[config.mk]
export PLATFORM = sky130hd
export DESIGN_NAME = desc_chain_engine
export DESIGN_NICKNAME = d
export VERILOG_FILES = /design/src/rtl/qdc_pkg.sv /design/src/rtl/qdc_fetch.sv /design/src/rtl/qdc_decode.sv /design/src/rtl/qdc_status.sv /design/src/rtl/desc_chain_engine.sv
export SDC_FILE = /design/constraint.sdc
export NUM_CORES = 1
export LEC_CHECK = 0
export ABC_AREA = 1
export ABC_CLOCK_PERIOD_IN_PS = 8500
export BUFFER_PORTS_ARGS = -buffer_cell sky130_fd_sc_hd__buf_2
export CORE_MARGIN = 1
export CORE_UTILIZATION = 53
export DETAILED_ROUTE_END_ITERATION = 12
export PLACE_DENSITY = 0.81
export SYNTH_ARGS = -nofsm -noshare
export SYNTH_HDL_FRONTEND = slang
export SYNTH_SLANG_ARGS = --single-unit
export TNS_END_PERCENT = 10
[constraint.sdc]
create_clock -name clk -period 8.5 [get_ports clk]
set_clock_uncertainty 0.05 [all_clocks]
set_input_delay 1.275 -clock clk [delete_from_list [all_inputs] [get_ports clk]]
set_output_delay 1.275 -clock clk [all_outputs]
set_load 0.05 [all_outputs]
[src/rtl/qdc_pkg.sv]
package qdc_pkg;
  localparam int WORD_W    = 32;
  localparam int ADDR_W    = 32;
  localparam int LEN_W     = 16;
  localparam int MODE_W    = 3;
  localparam int DESC_WORDS = 3;

  typedef struct packed {
    logic [ADDR_W-1:0] data_addr;
    logic [ADDR_W-1:0] link_addr;
    logic [LEN_W-1:0]  len;
    logic              cont;
    logic [MODE_W-1:0] mode;
    logic              dir;
  } desc_t;

  typedef enum logic [1:0] {
    ST_IDLE,
    ST_FETCH,
    ST_ISSUE,
    ST_MOVE
  } walk_st_t;
endpackage

[src/rtl/qdc_fetch.sv]
module qdc_fetch
  import qdc_pkg::*;
#(
  parameter int WORDS = DESC_WORDS
) (
  input  logic                    clk,
  input  logic                    rst,
  input  logic                    go,
  input  logic [ADDR_W-1:0]       base,
  output logic                    mem_req,
  output logic [ADDR_W-1:0]       mem_addr,
  input  logic                    mem_rvalid,
  input  logic [WORD_W-1:0]       mem_rdata,
  output logic [WORDS*WORD_W-1:0] words,
  output logic                    done
);
  localparam int IDX_W = (WORDS > 1) ? $clog2(WORDS) : 1;
  localparam int STEP  = WORD_W / 8;

  logic [IDX_W-1:0]  idx;
  logic [WORD_W-1:0] word_q [WORDS];

  always_ff @(posedge clk) begin
    if (rst) begin
      mem_req  <= 1'b0;
      mem_addr <= '0;
      idx      <= '0;
      done     <= 1'b0;
    end else begin
      done <= 1'b0;
      if (go) begin
        mem_req  <= 1'b1;
        mem_addr <= base;
        idx      <= '0;
      end else if (mem_req && mem_rvalid) begin
        if (idx == IDX_W'(WORDS - 1)) begin
          mem_req <= 1'b0;
          done    <= 1'b1;
        end else begin
          idx      <= idx + 1'b1;
          mem_addr <= mem_addr + ADDR_W'(STEP);
        end
      end
    end
  end

  generate
    for (genvar w = 0; w < WORDS; w++) begin : g_word
      always_ff @(posedge clk) begin
        if (!go && mem_req && mem_rvalid && idx == IDX_W'(w))
          word_q[w] <= mem_rdata;
      end
      assign words[w*WORD_W +: WORD_W] = word_q[w];
    end
  endgenerate
endmodule

[src/rtl/qdc_decode.sv]
module qdc_decode
  import qdc_pkg::*;
#(
  parameter int ALIGN_BITS = 5
) (
  input  logic [DESC_WORDS*WORD_W-1:0] words,
  output desc_t                        desc,
  output logic                         misaligned
);
  logic [WORD_W-1:0] ctrl_word;
  logic              unused_ctrl;

  assign ctrl_word      = words[2*WORD_W +: WORD_W];
  assign desc.data_addr = words[0 +: ADDR_W];
  assign desc.link_addr = words[WORD_W +: ADDR_W];
  assign desc.dir       = ctrl_word[0];
  assign desc.mode      = ctrl_word[3:1];
  assign desc.cont      = ctrl_word[8];
  assign desc.len       = ctrl_word[31:16];
  assign unused_ctrl    = ^{ctrl_word[7:4], ctrl_word[15:9]};
  assign misaligned     = |desc.data_addr[ALIGN_BITS-1:0];
endmodule

[src/rtl/qdc_status.sv]
module qdc_status #(
  parameter int STAT_W   = 32,
  parameter int DONE_BIT = 31,
  parameter int ERR_BIT  = 3
) (
  input  logic              clk,
  input  logic              rst,
  input  logic              set_done,
  input  logic              set_err,
  input  logic [STAT_W-1:0] clr,
  output logic [STAT_W-1:0] status,
  output logic              irq
);
  logic [STAT_W-1:0] set_vec;
  logic [STAT_W-1:0] nxt;

  always_comb begin
    set_vec           = '0;
    set_vec[DONE_BIT] = set_done;
    set_vec[ERR_BIT]  = set_err;
    nxt               = (status & ~clr) | set_vec;
  end

  always_ff @(posedge clk) begin
    if (rst) begin
      status <= '0;
      irq    <= 1'b0;
    end else begin
      status <= nxt;
      irq    <= |nxt;
    end
  end
endmodule

[src/rtl/desc_chain_engine.sv]
module desc_chain_engine
  import qdc_pkg::*;
#(
  parameter int ALIGN_BITS = 5,
  parameter int BEAT_BYTES = 4,
  parameter int STAT_W     = 32,
  parameter int DONE_BIT   = 31,
  parameter int ERR_BIT    = 3
) (
  input  logic              clk,
  input  logic              rst,
  input  logic              start_we,
  input  logic [31:0]       start_addr,
  output logic              mem_req,
  output logic [31:0]       mem_addr,
  input  logic              mem_rvalid,
  input  logic [31:0]       mem_rdata,
  output logic              cmd_valid,
  input  logic              cmd_ready,
  output logic [31:0]       cmd_addr,
  output logic [15:0]       cmd_len,
  output logic              cmd_dir,
  output logic [2:0]        cmd_mode,
  input  logic              mv_beat,
  input  logic              mv_done,
  output logic [31:0]       cur_desc_addr,
  output logic [31:0]       cur_mem_addr,
  output logic              busy,
  output logic [STAT_W-1:0] status,
  input  logic [STAT_W-1:0] status_clr,
  output logic              irq
);
  walk_st_t                       state;
  logic                           fetch_go;
  logic [ADDR_W-1:0]              fetch_base;
  logic [DESC_WORDS*WORD_W-1:0]   fetch_words;
  logic                           fetch_done;
  desc_t                          dec;
  logic                           dec_bad;
  logic                           cont_q;
  logic [ADDR_W-1:0]              link_q;
  logic                           set_done;
  logic                           set_err;

  assign fetch_go   = (state == ST_IDLE && start_we) ||
                      (state == ST_MOVE && mv_done && cont_q);
  assign fetch_base = (state == ST_IDLE) ? start_addr : link_q;
  assign set_err    = (state == ST_FETCH) && fetch_done && dec_bad;
  assign set_done   = (state == ST_MOVE) && mv_done && !cont_q;

  qdc_fetch #(.WORDS(DESC_WORDS)) i_fetch (
    .clk        (clk),
    .rst        (rst),
    .go         (fetch_go),
    .base       (fetch_base),
    .mem_req    (mem_req),
    .mem_addr   (mem_addr),
    .mem_rvalid (mem_rvalid),
    .mem_rdata  (mem_rdata),
    .words      (fetch_words),
    .done       (fetch_done)
  );

  qdc_decode #(.ALIGN_BITS(ALIGN_BITS)) i_decode (
    .words      (fetch_words),
    .desc       (dec),
    .misaligned (dec_bad)
  );

  qdc_status #(.STAT_W(STAT_W), .DONE_BIT(DONE_BIT), .ERR_BIT(ERR_BIT)) i_status (
    .clk      (clk),
    .rst      (rst),
    .set_done (set_done),
    .set_err  (set_err),
    .clr      (status_clr),
    .status   (status),
    .irq      (irq)
  );

  always_ff @(posedge clk) begin
    if (rst) begin
      state         <= ST_IDLE;
      busy          <= 1'b0;
      cmd_valid     <= 1'b0;
      cmd_addr      <= '0;
      cmd_len       <= '0;
      cmd_dir       <= 1'b0;
      cmd_mode      <= '0;
      cur_desc_addr <= '0;
      cur_mem_addr  <= '0;
      cont_q        <= 1'b0;
      link_q        <= '0;
    end else begin
      case (state)
        ST_IDLE: begin
          if (start_we) begin
            cur_desc_addr <= start_addr;
            busy          <= 1'b1;
            state         <= ST_FETCH;
          end
        end
        ST_FETCH: begin
          if (fetch_done) begin
            if (dec_bad) begin
              busy  <= 1'b0;
              state <= ST_IDLE;
            end else begin
              cmd_valid    <= 1'b1;
              cmd_addr     <= dec.data_addr;
              cmd_len      <= dec.len;
              cmd_dir      <= dec.dir;
              cmd_mode     <= dec.mode;
              cur_mem_addr <= dec.data_addr;
              cont_q       <= dec.cont;
              link_q       <= dec.link_addr;
              state        <= ST_ISSUE;
            end
          end
        end
        ST_ISSUE: begin
          if (cmd_ready) begin
            cmd_valid <= 1'b0;
            state     <= ST_MOVE;
          end
        end
        ST_MOVE: begin
          if (mv_beat)
            cur_mem_addr <= cur_mem_addr + ADDR_W'(BEAT_BYTES);
          if (mv_done) begin
            if (cont_q) begin
              cur_desc_addr <= link_q;
              state         <= ST_FETCH;
            end else begin
              busy  <= 1'b0;
              state <= ST_IDLE;
            end
          end
        end
        default: state <= ST_IDLE;
      endcase
    end
  end
endmodule

Word-level counts from Yosys, hierarchy flattened
Memories as Yosys holds them, arrays and structs flattened. A register that Yosys moved wholly into a read port is not among the register bits. Index checks and enable logic that the tools add are counted.

Flip-flop bits (word level): 169. RAM bits: 96. Input bits: 103. Output and inout port bits: 184. Logic and storage cells: 120. Memories kept: 1.

Add/subtract/negate cells: 3. Equality and inequality tests: 15. Multiplexer cells: 45. Bitwise logic cells: 6. Reduce and logical (&&, ||, !) cells: 38.

Memory list: i_fetch.word_q (words 3, width 32, read ports 3, clocked after memory_dff 2, write ports 1, line qdc_fetch.sv:21) `logic [WORD_W-1:0] word_q [WORDS];`.

Operators with widths (count): 2-to-1 mux 32 bit (12); case mux 32 bit (2 select lines) (2); OR reduction 32 bit (3); adder 32 x 3 -> 32 bit (second input constant) (2); bitwise AND 32 bit (1); inverter 32 bit (1); bitwise OR 32 bit (1); 2-to-1 mux 1 bit (21); != test 2 bit (second input constant) (8); AND reduction 4 bit (4); 2-to-1 mux 2 bit (7); logical AND 1 bit (12); nonzero test 2 bit (5); case mux 2 bit (4 select lines) (1); equality test 2 bit (second input constant) (3); AND reduction 2 bit (3); AND reduction 6 bit (1); OR reduction 5 bit (1); equality test 2 x 1 -> 1 bit (second input constant) (2); logical NOT 2 bit (2); != test 2 x 1 -> 1 bit (second input constant) (2); inverter 1 bit (3); case mux 1 bit (3 select lines) (1); AND reduction 3 bit (1); 7 further kinds (8).

Logic depth before layout (Yosys ltp)
Gate-level depths: netlist (run 1).

Depth after elaboration: 13. Gate-level depth with buffers: 11. Depth with buffers taken out: 11.

By module
From an unflattened synthesis (run 1), not the netlist that was laid out.

Cells, all modules: 1739. Area, all modules: 14462.6 um2.

By module, submodules not included: desc_chain_engine (times used 1, cells each 1032, area an instance 7380.8 um2, sequential area each 3062.9 um2); qdc_fetch (times used 1, cells each 452, area an instance 5236.3 um2, sequential area each 3603.5 um2); qdc_status (times used 1, cells each 166, area an instance 1191.1 um2, sequential area each 660.6 um2); qdc_decode (times used 1, cells each 89, area an instance 654.4 um2, sequential area each 0.0 um2).

Least setup slack after synthesis (run 1)
No wires, ideal clock.

Path type: input port to flip-flop. Start: input port start_we. End: memory i_fetch.word_q[0][0] (enable). Setup time: 0.421 ns. Arrival: 2.957 ns. Data required time: 8.029 ns. Slack: 5.072 ns. Cell stages on the path: 5. Buffers on the path: 0. Cells stage by stage: nand2_2 > nand2_4 > nor2_1 > inv_1 > nor2_1.

Cells in the longest elaborated chain, start to end: 11. Elaborated cells on any way between the ends: 20. Classes of those cells: mux: 10; reduce/logical: 10.

Ends and longest elaborated chain: start: declaration (line desc_chain_engine.sv:12) `input logic start_we,`; logical AND 1 bit (*) (line desc_chain_engine.sv:45) `assign fetch_go = (state == ST_IDLE && start_we) ||`; logical OR 1 bit (*) (line desc_chain_engine.sv:45); logical NOT 1 bit (*) (line qdc_fetch.sv:50) `if (!go && mem_req && mem_rvalid && idx == IDX_W'(w))`; logical AND 1 bit (*) (2 in a row) (line qdc_fetch.sv:50); logical AND 1 bit (line qdc_fetch.sv:50); 2-to-1 mux 1 bit (line qdc_fetch.sv:50); 2-to-1 mux 1 bit (implied by the code) (line qdc_fetch.sv:51) `word_q[w] <= mem_rdata;`; OR reduction 32 bit (no line); 2-to-1 mux 2 bit (no line) or 2-to-1 mux 1 bit (tied branches) (2 in a row); end: declaration (line qdc_fetch.sv:21).

Mark *: on every way between the ends. The rest lies on a longest branch, timed or not.

==> impl_metrics.csv, run 1 <==
group,metric,value,unit
critical_path,crit_path_end_kind,"flip-flop",
floorplan,i_o_pin_count,287,
synthesis,synthMostInstantiatedCell,"sky130_fd_sc_hd__nand2_1",
sta,relSlewSlack,21.7,%
clock_tree,post_cts_resize_count,0,
power,irDropWorstVdd,0.161,mV
synthesis,synthSimpleGateAreaFrac,25.1,%
floorplan,die_w,157,µm
critical_path,cp_cell_sequence,"inv_2 > nand2_2 > inv_2 > nand2_2 > nand2_4 > inv_4 > nand2_4 > o21ai_0 > a21oi_1",
clock_tree,cts_setup_buffers,0,
clock_tree,cts_max_level,1,
sta,final_hold_viol_count,0,
place,detailed_place_hpwl,25000,µm
global_routing,via_count_of_the_first_global_routing_pass,10552,
synthesis,muxShareOfSynthArea,0,%
synthesis,post_synth_most_frequent_cells,"sky130_fd_sc_hd__nand2_1 (392), sky130_fd_sc_hd__nor2_1 (302), sky130_fd_sc_hd__dfxtp_1 (222)",
run_status,outcome,"finished, final reports clean",
synthesis,dominant_combinational_cell_family_by_area_after_synthesis,"simple AND/OR/NAND/NOR gates",
critical_path,critical_path_start_type,"flip-flop",
synthesis,synth_area_leaders,"sky130_fd_sc_hd__dfxtp_1 (35%), sky130_fd_sc_hd__edfxtp_1 (20%), sky130_fd_sc_hd__nand2_1 (11%)",
sta,max_clock_freq,306,MHz
detailed_routing,detailedRoute.firstIterationViolations,1107,
detailed_routing,detailroute.via_count,11798,
detailed_routing,drt-vias-per-instance,5.32,
floorplan,fp.dieArea,0.0248,mm²
synthesis,synth-adder-area-share,0.488,%
clock_tree,clock_net_sink_count,307,
detailed_routing,drc_errors,0,
layout,syn2layout_area_growth,20.0,%
floorplan,dieHeight,157,µm
sta,rsz0062_at_grt,"no",
sta,total_negative_setup_slacks,0,ps
sta,finalSetupViolations,0,
clock_tree,numCtsBuffers,30,
layout,fraction_of_final_layout_cells_sized_beyond_drive_strength_1,19.6,%
critical_path,crit-reg2reg-capture,"i_fetch.mem_addr[31]$_SDFFE_PP0P_",
floorplan,num_rows,56,
clock_tree,cts-root-to-sink-buffers,3,
layout,final_core_utilization,65.1,%
detailed_routing,total_wirelength,35900,µm
detailed_routing,antenna_violating_nets_post_route,0,
critical_path,crit_type,"flip-flop to flip-flop",
layout,num-fill-cells,2027,
synthesis,number_of_nets_produced_by_synthesis,1731,
clock_tree,clock_insertion_delay_worst_skew,560,ps
synthesis,xor_xnor_cell_area_share_of_the_yosys_netlist,0.820,%
detailed_routing,detail_route.wl_per_cell,16.2,µm
critical_path,crit_path_max_fanout,58,
global_routing,grt_antenna_before_repair,4,
sta,timing.final.max_slew_violations,0,
clock_tree,cts_tree,"built",
critical_path,critical_path_arrival,3650,ps
detailed_routing,drt_first_pass_iters,5,
global_routing,gr-total-overflow,0,
sta,post-route-min-period,3270,ps
synthesis,yosys.cell_types.count,42,
synthesis,ys_warn_count,0,
synthesis,synth_seq_area_share,54.6,%
global_routing,gr-usage-all-layers,28.5,%
synthesis,edff_count_synth,85,
critical_path,setup.reg_to_reg.worst_slack,5230,ps
synthesis,ys.flop_type,"sky130_fd_sc_hd__dfxtp_1",
global_routing,grt_max_degree,103,
critical_path,timing.critical_path.depth,9,
synthesis,synthesis.area,0.0128,mm²
clock_tree,path_clk_slew,70,ps
place,port_buffers,286,
critical_path,slowest_stage,"sky130_fd_sc_hd__inv_4",
floorplan,start_util,54.3,%
sta,finalCritPeriodShare,38.4,%
clock_tree,holdBufCountCts,0,
place,place.gp.congestion,0.944,
synthesis,dominant_cell_type_by_area_after_synthesis,"sky130_fd_sc_hd__dfxtp_1",
critical_path,crit_path_max_cell_delay,590,ps
critical_path,worst_r2r_path_depth,9,
synthesis,complex_gate_fraction_of_the_synthesized_area,11.8,%
power,power_density,222,mW/mm²
power,leakage,6.56,nW
layout,design.final.nets,1983,
critical_path,critPathRequiredTime,8890,ps
critical_path,cpLargestDelayFamily,"simple AND/OR/NAND/NOR gates",
synthesis,synth_largest_type_area_fraction,34.7,%
synthesis,postSynthCellCount,1623,
clock_tree,clock_tree.root_cell,"sky130_fd_sc_hd__clkbuf_16",
global_routing,first_pass_grt_wire_length,54800,µm
critical_path,cp_num_buf_inv,3,
synthesis,yosys_register_bits,307,
synthesis,synth-async-reset-ratio,0,%
synthesis,synth.avg_cell_area,7.89,µm²
hold_path,hold_class,"flip-flop to flip-flop",
floorplan,core,0.0236,mm²
sta,timing_worst_slew_pin_value,1170,ps
critical_path,cp-endpoint,"i_fetch.mem_addr[31]$_SDFFE_PP0P_",
flow_run,max-cap-violations,0,
-- where the power goes --
part | internal [mW] | switching [mW]
logic | 0.103 | 0.303
registers | 1.55 | 0.0471
clock network | 0.848 | 0.560
-- flip-flops by register name, summed over array words and instances (netlist names), 2 cells and up, named ones only --
register	cells
cmd_addr	32
cmd_len	16
cmd_mode	3
cur_desc_addr	32
cur_mem_addr	32
i_fetch.idx	2
i_fetch.mem_addr	32
i_fetch.word_q	85
i_status.status	32
link_q	32
-- worst min-delay path by stage --
stage / end / start / slack [ps] / depth (start not counted)
2_1_floorplan: link_q[13]$_SDFFE_PP0P_ / link_q[13]$_SDFFE_PP0P_ / 370 / 2
5_1_grt: cmd_addr[3]$_SDFFE_PP0P_ / cmd_addr[3]$_SDFFE_PP0P_ / 420 / 2
4_1_cts: cur_mem_addr[0]$_SDFFE_PP0P_ / cur_mem_addr[0]$_SDFFE_PP0P_ / 400 / 2
3_5_place_dp: cur_mem_addr[0]$_SDFFE_PP0P_ / cur_mem_addr[0]$_SDFFE_PP0P_ / 390 / 2
6_report: cur_mem_addr[0]$_SDFFE_PP0P_ / cur_mem_addr[0]$_SDFFE_PP0P_ / 390 / 2
3_3_place_gp: cur_mem_addr[1]$_SDFFE_PP0P_ / cur_mem_addr[1]$_SDFFE_PP0P_ / 380 / 2
-- worst min-delay path, cell delays in order (launching register included) --
cell	delay (ps)
sky130_fd_sc_hd__dfxtp_1	310
sky130_fd_sc_hd__nand2_1	60
sky130_fd_sc_hd__nor2_1	40
-- placed cells by master, fill, tap and decap left out, types with 4 or more instances in the layout --
cell type                   synthesis  layout
sky130_fd_sc_hd__clkbuf_1          36       8
sky130_fd_sc_hd__buf_4              9       9
sky130_fd_sc_hd__o21ai_0          126     126
sky130_fd_sc_hd__ha_1               5       5
sky130_fd_sc_hd__nand2_1          392     392
sky130_fd_sc_hd__nand4_1           12      12
sky130_fd_sc_hd__o211ai_1          16      16
sky130_fd_sc_hd__clkinv_1           1       6
sky130_fd_sc_hd__nor2_1           302     299
sky130_fd_sc_hd__a21oi_1          106     106
sky130_fd_sc_hd__nor2_2             7      10
sky130_fd_sc_hd__a31oi_1            6       6
sky130_fd_sc_hd__or2_2              6       6
sky130_fd_sc_hd__bufinv_16          0       6
sky130_fd_sc_hd__nand2_2            4       4
sky130_fd_sc_hd__xor2_1             8       8
sky130_fd_sc_hd__inv_2              7       8
sky130_fd_sc_hd__o21ai_1           18      18
sky130_fd_sc_hd__xnor2_1            4       4
sky130_fd_sc_hd__edfxtp_1          85      85
sky130_fd_sc_hd__inv_1            131     131
sky130_fd_sc_hd__dfxtp_1          222     222
sky130_fd_sc_hd__nand3b_1           5       5
sky130_fd_sc_hd__clkbuf_16          0      30
sky130_fd_sc_hd__buf_2             23     286
sky130_fd_sc_hd__nand3_1           58      58
-- layout make-up --
| type | instances | area (µm²) | area share [%] |
|---|---|---|---|
| sequential | 307 | 7000 | 45.5 |
| multi-input combinational | 1101 | 4900 | 31.9 |
| timing repair buffer | 295 | 1500 | 9.75 |
| clock buffer | 40 | 808 | 5.26 |
| inverter | 140 | 528 | 3.43 |
| tap | 319 | 399 | 2.60 |
| clock inverter | 16 | 239 | 1.55 |
| antenna | 1 | 2.50 | 0.0163 |
-- cells by family after synthesis --
| group | Yosys count |
|---|---|
| flops | 307 |
| fa+ha+maj | 5 |
| xor+xnor | 12 |
| compound gates | 286 |
| simple gates | 798 |
| buf+inv | 215 |
-- layer usage --
| metal | vias up | part of all wire, % | GRT usage (%) |
|---|---|---|---|
| li1 | 5734 | - | - |
| met4 | 2 | 2.6 | 9.25 |
| met2 | 515 | 47 | 46.8 |
| met3 | 79 | 8.7 | 5.18 |
| met5 | - | 0.036 | 0 |
| met1 | 5468 | 42 | 37.8 |
-- metrics by stage --
step | cells | hold slack, ps | area (µm²) | power [mW] | setup slack, ps
after floorplan | 1623 | 375 | 12800 | 1.91 | 5070
after global placement | 2162 | 384 | 14300 | 2.02 | 5070
after detailed placement | 2162 | 385 | 14300 | 2.03 | 5030
after CTS | 2218 | 396 | 15400 | 3.42 | 5290
after global routing | 2219 | 415 | 15400 | 3.52 | 4980
final | 2219 | 395 | 15400 | 3.41 | 5230
No activity file was read; power rests on OpenSTA's default activity.
==> run 2, diff against run 1 <==
--- a/config.mk
+++ b/config.mk
@@ -5,13 +5,13 @@
 export SDC_FILE = /design/constraint.sdc
 export NUM_CORES = 1
 export LEC_CHECK = 0
-export ABC_AREA = 1
-export ABC_CLOCK_PERIOD_IN_PS = 8500
+export ABC_AREA = 0
+export ABC_CLOCK_PERIOD_IN_PS = 3100
 export BUFFER_PORTS_ARGS = -buffer_cell sky130_fd_sc_hd__buf_2
 export CORE_MARGIN = 1
 export CORE_UTILIZATION = 53
 export DETAILED_ROUTE_END_ITERATION = 12
-export PLACE_DENSITY = 0.81
+export PLACE_DENSITY = 0.82
 export SYNTH_ARGS = -nofsm -noshare
 export SYNTH_HDL_FRONTEND = slang
 export SYNTH_SLANG_ARGS = --single-unit
==> constraint.sdc (replaced) <==
create_clock -name clk -period 3.1 [get_ports clk]
set_clock_uncertainty 0.05 [all_clocks]
set_input_delay 0.465 -clock clk [delete_from_list [all_inputs] [get_ports clk]]
set_output_delay 0.465 -clock clk [all_outputs]
set_load 0.05 [all_outputs]
==> run 2 against run 1 <==
  * Via count is 14% lower
  * Fmax grew 39%
  * Count of clock-buffer cells in the layout rose by 4
  * Global-route usage decreased by 0.68 points
  * Highest routed layer unchanged
  * Largest cell class unchanged
  * Final cell count shrank 20%
  * Sequential share of layout area is 2.1 points higher
  * Utilization increased by 2.0 points
  * Total power rose to 2.6 times the previous value
  * Register-to-register slack worse by 4500 ps
  * Routed wire length shrank 9.5%
  * Sequential cell count stayed put
  * Synthesized cell count fell by 26%
==> impl_metrics.csv, run 2 <==
group,metric,value,unit
global_routing,groute.layer.met1.usage,34.3,%
sta,timing.final.max_slew_violations,0,
sta,post-route-min-period,2350,ps
detailed_routing,detail_route.wl_per_cell,18.2,µm
critical_path,crit_path_end_kind,"flip-flop",
layout,fraction_of_final_layout_cells_sized_beyond_drive_strength_1,25.8,%
synthesis,ys.flop_type,"sky130_fd_sc_hd__dfxtp_1",
critical_path,crit_type,"flip-flop to flip-flop",
clock_tree,clock_net_sink_count,307,
synthesis,edff_count_synth,85,
sta,rsz0062_at_grt,"no",
power,irDropWorstVdd,0.449,mV
layout,largest_register_ffs,85,
floorplan,i_o_pin_count,287,
hold_path,holdCritStartpoint,"mem_rdata[5]",
clock_tree,clock_tree.root_cell,"sky130_fd_sc_hd__clkbuf_16",
clock_tree,cts_setup_buffers,0,
sta,total_negative_setup_slacks,0,ps
synthesis,postSynthCellCount,1204,
detailed_routing,total_wirelength,32400,µm
clock_tree,path_clk_slew,60,ps
layout,syn2layout_area_growth,23.7,%
detailed_routing,drt_first_pass_iters,5,
floorplan,start_util,54.3,%
global_routing,grt_antenna_before_repair,5,
clock_tree,cts-root-to-sink-buffers,3,
hold_path,hold_class,"primary input to flip-flop",
sta,final_hold_viol_count,0,
detailed_routing,drt-vias-per-instance,5.68,
global_routing,via_count_of_the_first_global_routing_pass,9467,
sta,relSlewSlack,60.3,%
hold_path,hold_path_end,"i_fetch.word_q[0][5]$_DFFE_PP_",
sta,max_clock_freq,425,MHz
synthesis,yosys_register_bits,307,
synthesis,ys_warn_count,0,
clock_tree,cts_tree,"built",
critical_path,slowest_stage,"sky130_fd_sc_hd__dfxtp_1",
detailed_routing,drc_errors,0,
critical_path,setup.reg_to_reg.worst_slack,750,ps
global_routing,met2_track_usage_gr,47.2,%
detailed_routing,antenna_violating_nets_post_route,0,
run_status,outcome,"finished, final reports clean",
critical_path,cpLargestDelayFamily,"flip-flops",
layout,finish.cell_count_without_fillers,1779,
layout,layout_commonest_cell,"sky130_fd_sc_hd__buf_2",
clock_tree,cts_max_level,1,
detailed_routing,detailedRoute.firstIterationViolations,827,
floorplan,core,0.0219,mm²
place,place.gp.congestion,0.877,
power,leakage,6.08,nW
floorplan,num_rows,54,
global_routing,gr-total-overflow,0,
synthesis,synth_largest_type_area_fraction,37.4,%
sta,timing_worst_slew_pin_value,594,ps
synthesis,synth-async-reset-ratio,0,%
synthesis,synth_area_leaders,"sky130_fd_sc_hd__dfxtp_1 (37%), sky130_fd_sc_hd__edfxtp_1 (21%), sky130_fd_sc_hd__nand2_1 (6.9%)",
critical_path,worst_r2r_startpoint,"state[0]$_SDFFE_PP0P_",
layout,design.final.nets,1578,
floorplan,die_w,152,µm
synthesis,yosys.cell_types.count,65,
synthesis,synthMostInstantiatedCell,"sky130_fd_sc_hd__dfxtp_1",
global_routing,grt_busiest_layer,"met2",
clock_tree,post_cts_resize_count,0,
hold_path,worstHoldPathCells,1,
critical_path,crit_path_max_cell_delay,700,ps
synthesis,number_of_nets_produced_by_synthesis,1312,
sta,finalCritPeriodShare,75.8,%
critical_path,critical_path_start_type,"flip-flop",
critical_path,cp_num_buf_inv,2,
layout,final_core_utilization,67.1,%
synthesis,synth_seq_area_share,58.9,%
clock_tree,clock_insertion_delay_worst_skew,560,ps
layout,layout_common_cells,"sky130_fd_sc_hd__buf_2 (285), sky130_fd_sc_hd__dfxtp_1 (222), sky130_fd_sc_hd__nand2_1 (217)",
layout,top_register,"i_fetch.word_q",
place,placed_cells,1717,
power,post-layout-total-power,8.98,mW
global_routing,grt_max_degree,69,
place,detailed_place_hpwl,22800,µm
flow_run,max-cap-violations,0,
floorplan,dieHeight,152,µm
critical_path,worst_r2r_path_depth,7,
power,power_density,611,mW/mm²
floorplan,fp.dieArea,0.0230,mm²
clock_tree,numCtsBuffers,31,
critical_path,critical_path_arrival,2750,ps
synthesis,post_synth_most_frequent_cells,"sky130_fd_sc_hd__dfxtp_1 (222), sky130_fd_sc_hd__nand2_1 (217), sky130_fd_sc_hd__a21oi_1 (129)",
critical_path,crit-reg2reg-capture,"cur_mem_addr[20]$_SDFFE_PP0P_",
layout,post-route-cell-area,0.0147,mm²
critical_path,crit_path_max_fanout,25,
global_routing,first_pass_grt_wire_length,49300,µm
critical_path,critPathRequiredTime,3500,ps
global_routing,gr-usage-all-layers,27.8,%
place,port_buffers,286,
critical_path,cp_cell_sequence,"buf_4 > and2_1 > buf_4 > and3_1 > and3_1 > nor3_1 > a22o_1",
synthesis,dominant_cell_type_by_area_after_synthesis,"sky130_fd_sc_hd__dfxtp_1",
clock_tree,holdBufCountCts,0,
synthesis,synthesis.area,0.0119,mm²
detailed_routing,detailroute.via_count,10113,
sta,finalSetupViolations,0,
synthesis,synth.avg_cell_area,9.87,µm²
place,post_dp_cell_area,0.0136,mm²
global_routing,met3_usage,5.21,%
run 2: changes by cell type after synthesis, moves of 14 or more:
cell / previous run / this run
sky130_fd_sc_hd__a21boi_0: 0 / 14
sky130_fd_sc_hd__a21oi_1: 106 / 129
sky130_fd_sc_hd__and2_1: 1 / 15
sky130_fd_sc_hd__and3_1: 0 / 18
sky130_fd_sc_hd__inv_1: 131 / 15
sky130_fd_sc_hd__mux2i_1: 0 / 27
sky130_fd_sc_hd__nand2_1: 392 / 217
sky130_fd_sc_hd__nand2b_1: 0 / 33
sky130_fd_sc_hd__nand3_1: 58 / 22
sky130_fd_sc_hd__nor2_1: 302 / 99
sky130_fd_sc_hd__o21a_1: 0 / 23
sky130_fd_sc_hd__o21ai_0: 126 / 26
sky130_fd_sc_hd__o21ai_1: 18 / 0
run 2: worst register-to-register path, cell delays in order, from the launching register on:
cell and delay [ps]:
sky130_fd_sc_hd__dfxtp_1 700, sky130_fd_sc_hd__buf_4 270, sky130_fd_sc_hd__and2_1 250, sky130_fd_sc_hd__buf_4 320, sky130_fd_sc_hd__and3_1 190, sky130_fd_sc_hd__and3_1 180, sky130_fd_sc_hd__nor3_1 60, sky130_fd_sc_hd__a22o_1 230
run 2: logic make-up after synthesis:
family	after synthesis	share of synthesized area, %
adders and majority gates	5	0.527
muxes	28	2.46
AOI/OAI and AO/OA	279	14.9
DFF	307	58.9
buffers and inverters	91	3.24
and+or+nand+nor	471	18.3
xor gates and xnor gates	23	1.70
run 2: final cells by class:
type	instances	area, µm²
sequential	307	7000
tap	280	350
clock buffer	44	927
inverter	15	56.3
antenna	4	10.0
timing repair buffer	309	1670
fill	1749	7190
multi-input combinational	806	4530
clock inverter	14	153
run 2: worst max-delay path by stage:
| stage | start | to | slack [ps] | cells past startpoint |
|---|---|---|---|---|
| global route | i_fetch.idx[0]$_SDFFE_PP0P_ | i_fetch.mem_addr[31]$_SDFFE_PP0P_ | 580 | 7 |
| global placement | state[0]$_SDFFE_PP0P_ | cur_mem_addr[20]$_SDFFE_PP0P_ | 870 | 7 |
| detailed placement | i_fetch.idx[0]$_SDFFE_PP0P_ | i_fetch.mem_addr[31]$_SDFFE_PP0P_ | 800 | 7 |
| CTS | i_fetch.idx[0]$_SDFFE_PP0P_ | i_fetch.mem_addr[31]$_SDFFE_PP0P_ | 770 | 7 |
| floorplan | cur_mem_addr[2]$_SDFFE_PP0P_ | cur_mem_addr[20]$_SDFFE_PP0P_ | 840 | 8 |
| finish | state[0]$_SDFFE_PP0P_ | cur_mem_addr[20]$_SDFFE_PP0P_ | 750 | 7 |
run 2: report_power, final:
part / internal, mW / total [mW] / switching, mW
sequential: 4.22 / 4.31 / 0.0861
clock: 2.33 / 3.88 / 1.55
combinational: 0.239 / 0.800 / 0.562
total: 6.79 / 8.98 / 2.20
run 2: metrics by stage:
| step | worst slack, ps | hold WS [ps] |
|---|---|---|
| finish | 749 | 47.0 |
| global route | 583 | 28.0 |
| CTS | 772 | 25.3 |
| detailed placement | 798 | 390 |
| global placement | 868 | 389 |
| floorplan | 837 | 383 |
run 2: layer usage:
metal | share of wire (%) | up-vias
met5 | 0.068 | -
met4 | 4.0 | 4
met3 | 8.1 | 91
met2 | 49 | 489
met1 | 39 | 4764
li1 | - | 4765
==> run 3, diff against run 2 <==
--- a/config.mk
+++ b/config.mk
@@ -6,12 +6,12 @@
 export NUM_CORES = 1
 export LEC_CHECK = 0
 export ABC_AREA = 0
-export ABC_CLOCK_PERIOD_IN_PS = 3100
+export ABC_CLOCK_PERIOD_IN_PS = 2000
 export BUFFER_PORTS_ARGS = -buffer_cell sky130_fd_sc_hd__buf_2
 export CORE_MARGIN = 1
-export CORE_UTILIZATION = 53
+export CORE_UTILIZATION = 48
 export DETAILED_ROUTE_END_ITERATION = 12
-export PLACE_DENSITY = 0.82
+export PLACE_DENSITY = 0.79
 export SYNTH_ARGS = -nofsm -noshare
 export SYNTH_HDL_FRONTEND = slang
 export SYNTH_SLANG_ARGS = --single-unit
==> constraint.sdc (replaced) <==
create_clock -name clk -period 2 [get_ports clk]
set_clock_uncertainty 0.05 [all_clocks]
set_input_delay 0.3 -clock clk [delete_from_list [all_inputs] [get_ports clk]]
set_output_delay 0.3 -clock clk [all_outputs]
set_load 0.05 [all_outputs]
==> run 3 against run 2 <==
  * The flow now finishes with violations (setup timing)
  * Sequential cell count unchanged
  * Combinational power increased by 76%
  * Worst setup slack got worse by 790 ps
  * Sequential share of layout area decreased by 4.3 points
  * Cell area increased by 10%
  * First-iteration DRC count increased by 33%
==> impl_metrics.csv, run 3 (synthesized netlist as in run 2, its figures left out) <==
group,metric,value,unit
clock_tree,cts-root-to-sink-buffers,3,
power,power.share.switching,24.5,%
layout,fraction_of_final_layout_cells_sized_beyond_drive_strength_1,31.1,%
layout,largest_register_ffs,85,
critical_path,worst_r2r_startpoint,"i_fetch.word_q[0][4]$_DFFE_PP_",
power,irDropWorstVdd,0.742,mV
detailed_routing,drt-vias-per-instance,5.56,
global_routing,gr-total-overflow,0,
clock_tree,clock_insertion_delay_worst_skew,520,ps
critical_path,critical_path_start_type,"flip-flop",
floorplan,core,0.0243,mm²
detailed_routing,detailedRoute.firstIterationViolations,1097,
sta,finalSetupViolations,56,
sta,total_negative_setup_slacks,-853,ps
power,combinationalPowerShare,9.8,%
power,post-layout-total-power,14.4,mW
global_routing,first_pass_grt_wire_length,54900,µm
layout,layout_commonest_cell,"sky130_fd_sc_hd__buf_2",
place,placed_cells,1817,
place,place.gp.congestion,0.910,
layout,syn2layout_area_growth,36.1,%
hold_path,worstHoldPathCells,3,
floorplan,die_w,159,µm
layout,finish.cell_count_without_fillers,1934,
layout,top_register,"i_fetch.word_q",
critical_path,critical_path_arrival,2360,ps
hold_path,hold_path_end,"i_status.status[4]$_SDFF_PP0_",
critical_path,crit_path_max_fanout,8,
layout,layout_common_cells,"sky130_fd_sc_hd__buf_2 (285), sky130_fd_sc_hd__dfxtp_1 (217), sky130_fd_sc_hd__nand2_1 (195)",
detailed_routing,drc_errors,0,
clock_tree,numCtsBuffers,34,
power,power.share.clock,44.2,%
power,p_sw,3.54,mW
floorplan,fp.dieArea,0.0254,mm²
detailed_routing,drt_first_pass_iters,6,
power,internal_power,10.9,mW
clock_tree,cts_tree,"built",
power,leakage,6.77,nW
critical_path,worst_r2r_path_depth,8,
detailed_routing,detailroute.via_count,10753,
clock_tree,cts_max_level,2,
flow_run,max-cap-violations,0,
sta,timing_worst_slew_pin_value,524,ps
critical_path,setup.reg_to_reg.worst_slack,-40,ps
detailed_routing,antenna_violating_nets_post_route,0,
sta,fin_ws,-37.3,ps
power,power.share.sequential,46.1,%
critical_path,crit_path_end_kind,"flip-flop",
global_routing,gr-usage-all-layers,27.3,%
clock_tree,clock_tree.root_cell,"sky130_fd_sc_hd__clkbuf_16",
floorplan,dieHeight,159,µm
detailed_routing,total_wirelength,37300,µm
critical_path,crit_type,"flip-flop to flip-flop",
run_status,outcome,"complete, but fails checks",
hold_path,holdCritStartpoint,"status_clr[4]",
place,port_buffers,286,
global_routing,grt_antenna_before_repair,3,
run_status,violations_in_the_final_reports,"setup timing",
global_routing,grt_max_degree,57,
clock_tree,clock_net_sink_count,307,
detailed_routing,detail_route.wl_per_cell,19.3,µm
floorplan,num_rows,57,
sta,post-route-min-period,2040,ps
floorplan,start_util,48.8,%
power,power_density,892,mW/mm²
sta,rsz0062_at_grt,"yes",
clock_tree,path_clk_slew,60,ps
critical_path,crit-reg2reg-capture,"cmd_len[3]$_SDFFE_PP0P_",
sta,finalCritPeriodShare,102,%
global_routing,via_count_of_the_first_global_routing_pass,10279,
place,detailed_place_hpwl,24400,µm
critical_path,critPathRequiredTime,2330,ps
sta,relSlewSlack,65.0,%
sta,final_hold_viol_count,0,
floorplan,i_o_pin_count,287,
hold_path,hold_class,"primary input to flip-flop",
layout,design.final.nets,1690,
sta,max_clock_freq,491,MHz
sta,timing.final.max_slew_violations,0,
-- run 3: changes by cell type in the layout (fill, tap and decap cells not counted), moves of 10 or more --
cell / before / now
sky130_fd_sc_hd__a21oi_1: 129 / 119
sky130_fd_sc_hd__buf_6: 1 / 11
sky130_fd_sc_hd__nand2_1: 217 / 195
sky130_fd_sc_hd__dlygate4sd3_1: 0 / 40
sky130_fd_sc_hd__nand2_2: 1 / 21
sky130_fd_sc_hd__a21oi_2: 0 / 10
sky130_fd_sc_hd__buf_4: 18 / 60
-- run 3: repair_timing --
| item | 4_1_cts | 5_1_grt |
|---|---|---|
| hold buffers | 37 | 3 |
| setup endpoints to repair | 15 | 97 |
| resized for setup | 2 | 64 |
| setup buffers | 0 | 5 |
| endpoints found under the hold margin | 76 | 7 |
| cloned | 0 | 8 |
| pin swaps | 0 | 12 |
-- run 3: power by group through the flow --
stage	sequential, mW	clock (mW)	combinational, mW
6_report	6.65	6.37	1.41
5_1_grt	6.66	6.72	1.48
4_1_cts	6.64	6.45	1.39
3_5_place_dp	6.77	0	1.33
3_3_place_gp	6.77	0	1.31
2_1_floorplan	7.20	0	0.409
-- run 3: cell type report --
type | instances | area (µm²)
antenna | 3 | 7.51
clock buffer | 45 | 912
clock inverter | 16 | 224
fill | 1845 | 8150
inverter | 15 | 56.3
multi-input combinational | 806 | 4680
sequential | 307 | 7010
tap | 324 | 405
timing repair buffer | 418 | 2870
-- run 3: stage by stage --
step           area (µm²)  util [%]  hold slack [ps]  setup slack (ps)
6_report            16200      66.5             9.72             -37.3
5_1_grt             16200      66.5             5.03             -95.5
4_1_cts             15700      64.6            0.122             -46.7
3_5_place_dp        14200      58.4              390             -7.68
3_3_place_gp        14200      58.4              388              33.9
2_1_floorplan       11900         -              349              -246
-- run 3: critical path, cell delays in order (launching register included) --
cell and delay (ps):
sky130_fd_sc_hd__edfxtp_1 390, sky130_fd_sc_hd__or4b_4 550, sky130_fd_sc_hd__o21ai_4 190, sky130_fd_sc_hd__buf_6 120, sky130_fd_sc_hd__nand3_4 90, sky130_fd_sc_hd__buf_12 180, sky130_fd_sc_hd__clkbuf_16 180, sky130_fd_sc_hd__nand2_1 70
sky130_fd_sc_hd__a21oi_1 60
-- run 3: worst max path at each step --
stage          depth (start not counted)  slack (ps)                            from                                end
3_3_place_gp                           6          30  i_fetch.word_q[0][3]$_DFFE_PP_      cur_mem_addr[15]$_SDFFE_PP0P_
2_1_floorplan                          3        -250                       flip-flop     i_fetch.word_q[1][0]$_DFFE_PP_
4_1_cts                                6         -50  i_fetch.word_q[0][3]$_DFFE_PP_      cur_mem_addr[22]$_SDFFE_PP0P_
6_report                               8         -40  i_fetch.word_q[0][4]$_DFFE_PP_            cmd_len[3]$_SDFFE_PP0P_
5_1_grt                                8        -100  i_fetch.word_q[0][4]$_DFFE_PP_          cmd_addr[16]$_SDFFE_PP0P_
3_5_place_dp                           8          -8     i_fetch.idx[0]$_SDFFE_PP0P_  i_fetch.mem_addr[25]$_SDFFE_PP0P_
-- run 3: metal layers --
layer	GRT usage [%]	vias up	share of wire (%)
met5	0	-	0
met4	13.1	0	4.4
met3	4.51	102	6.7
met2	45.9	547	48
met1	34.4	5107	41
li1	-	4997	-
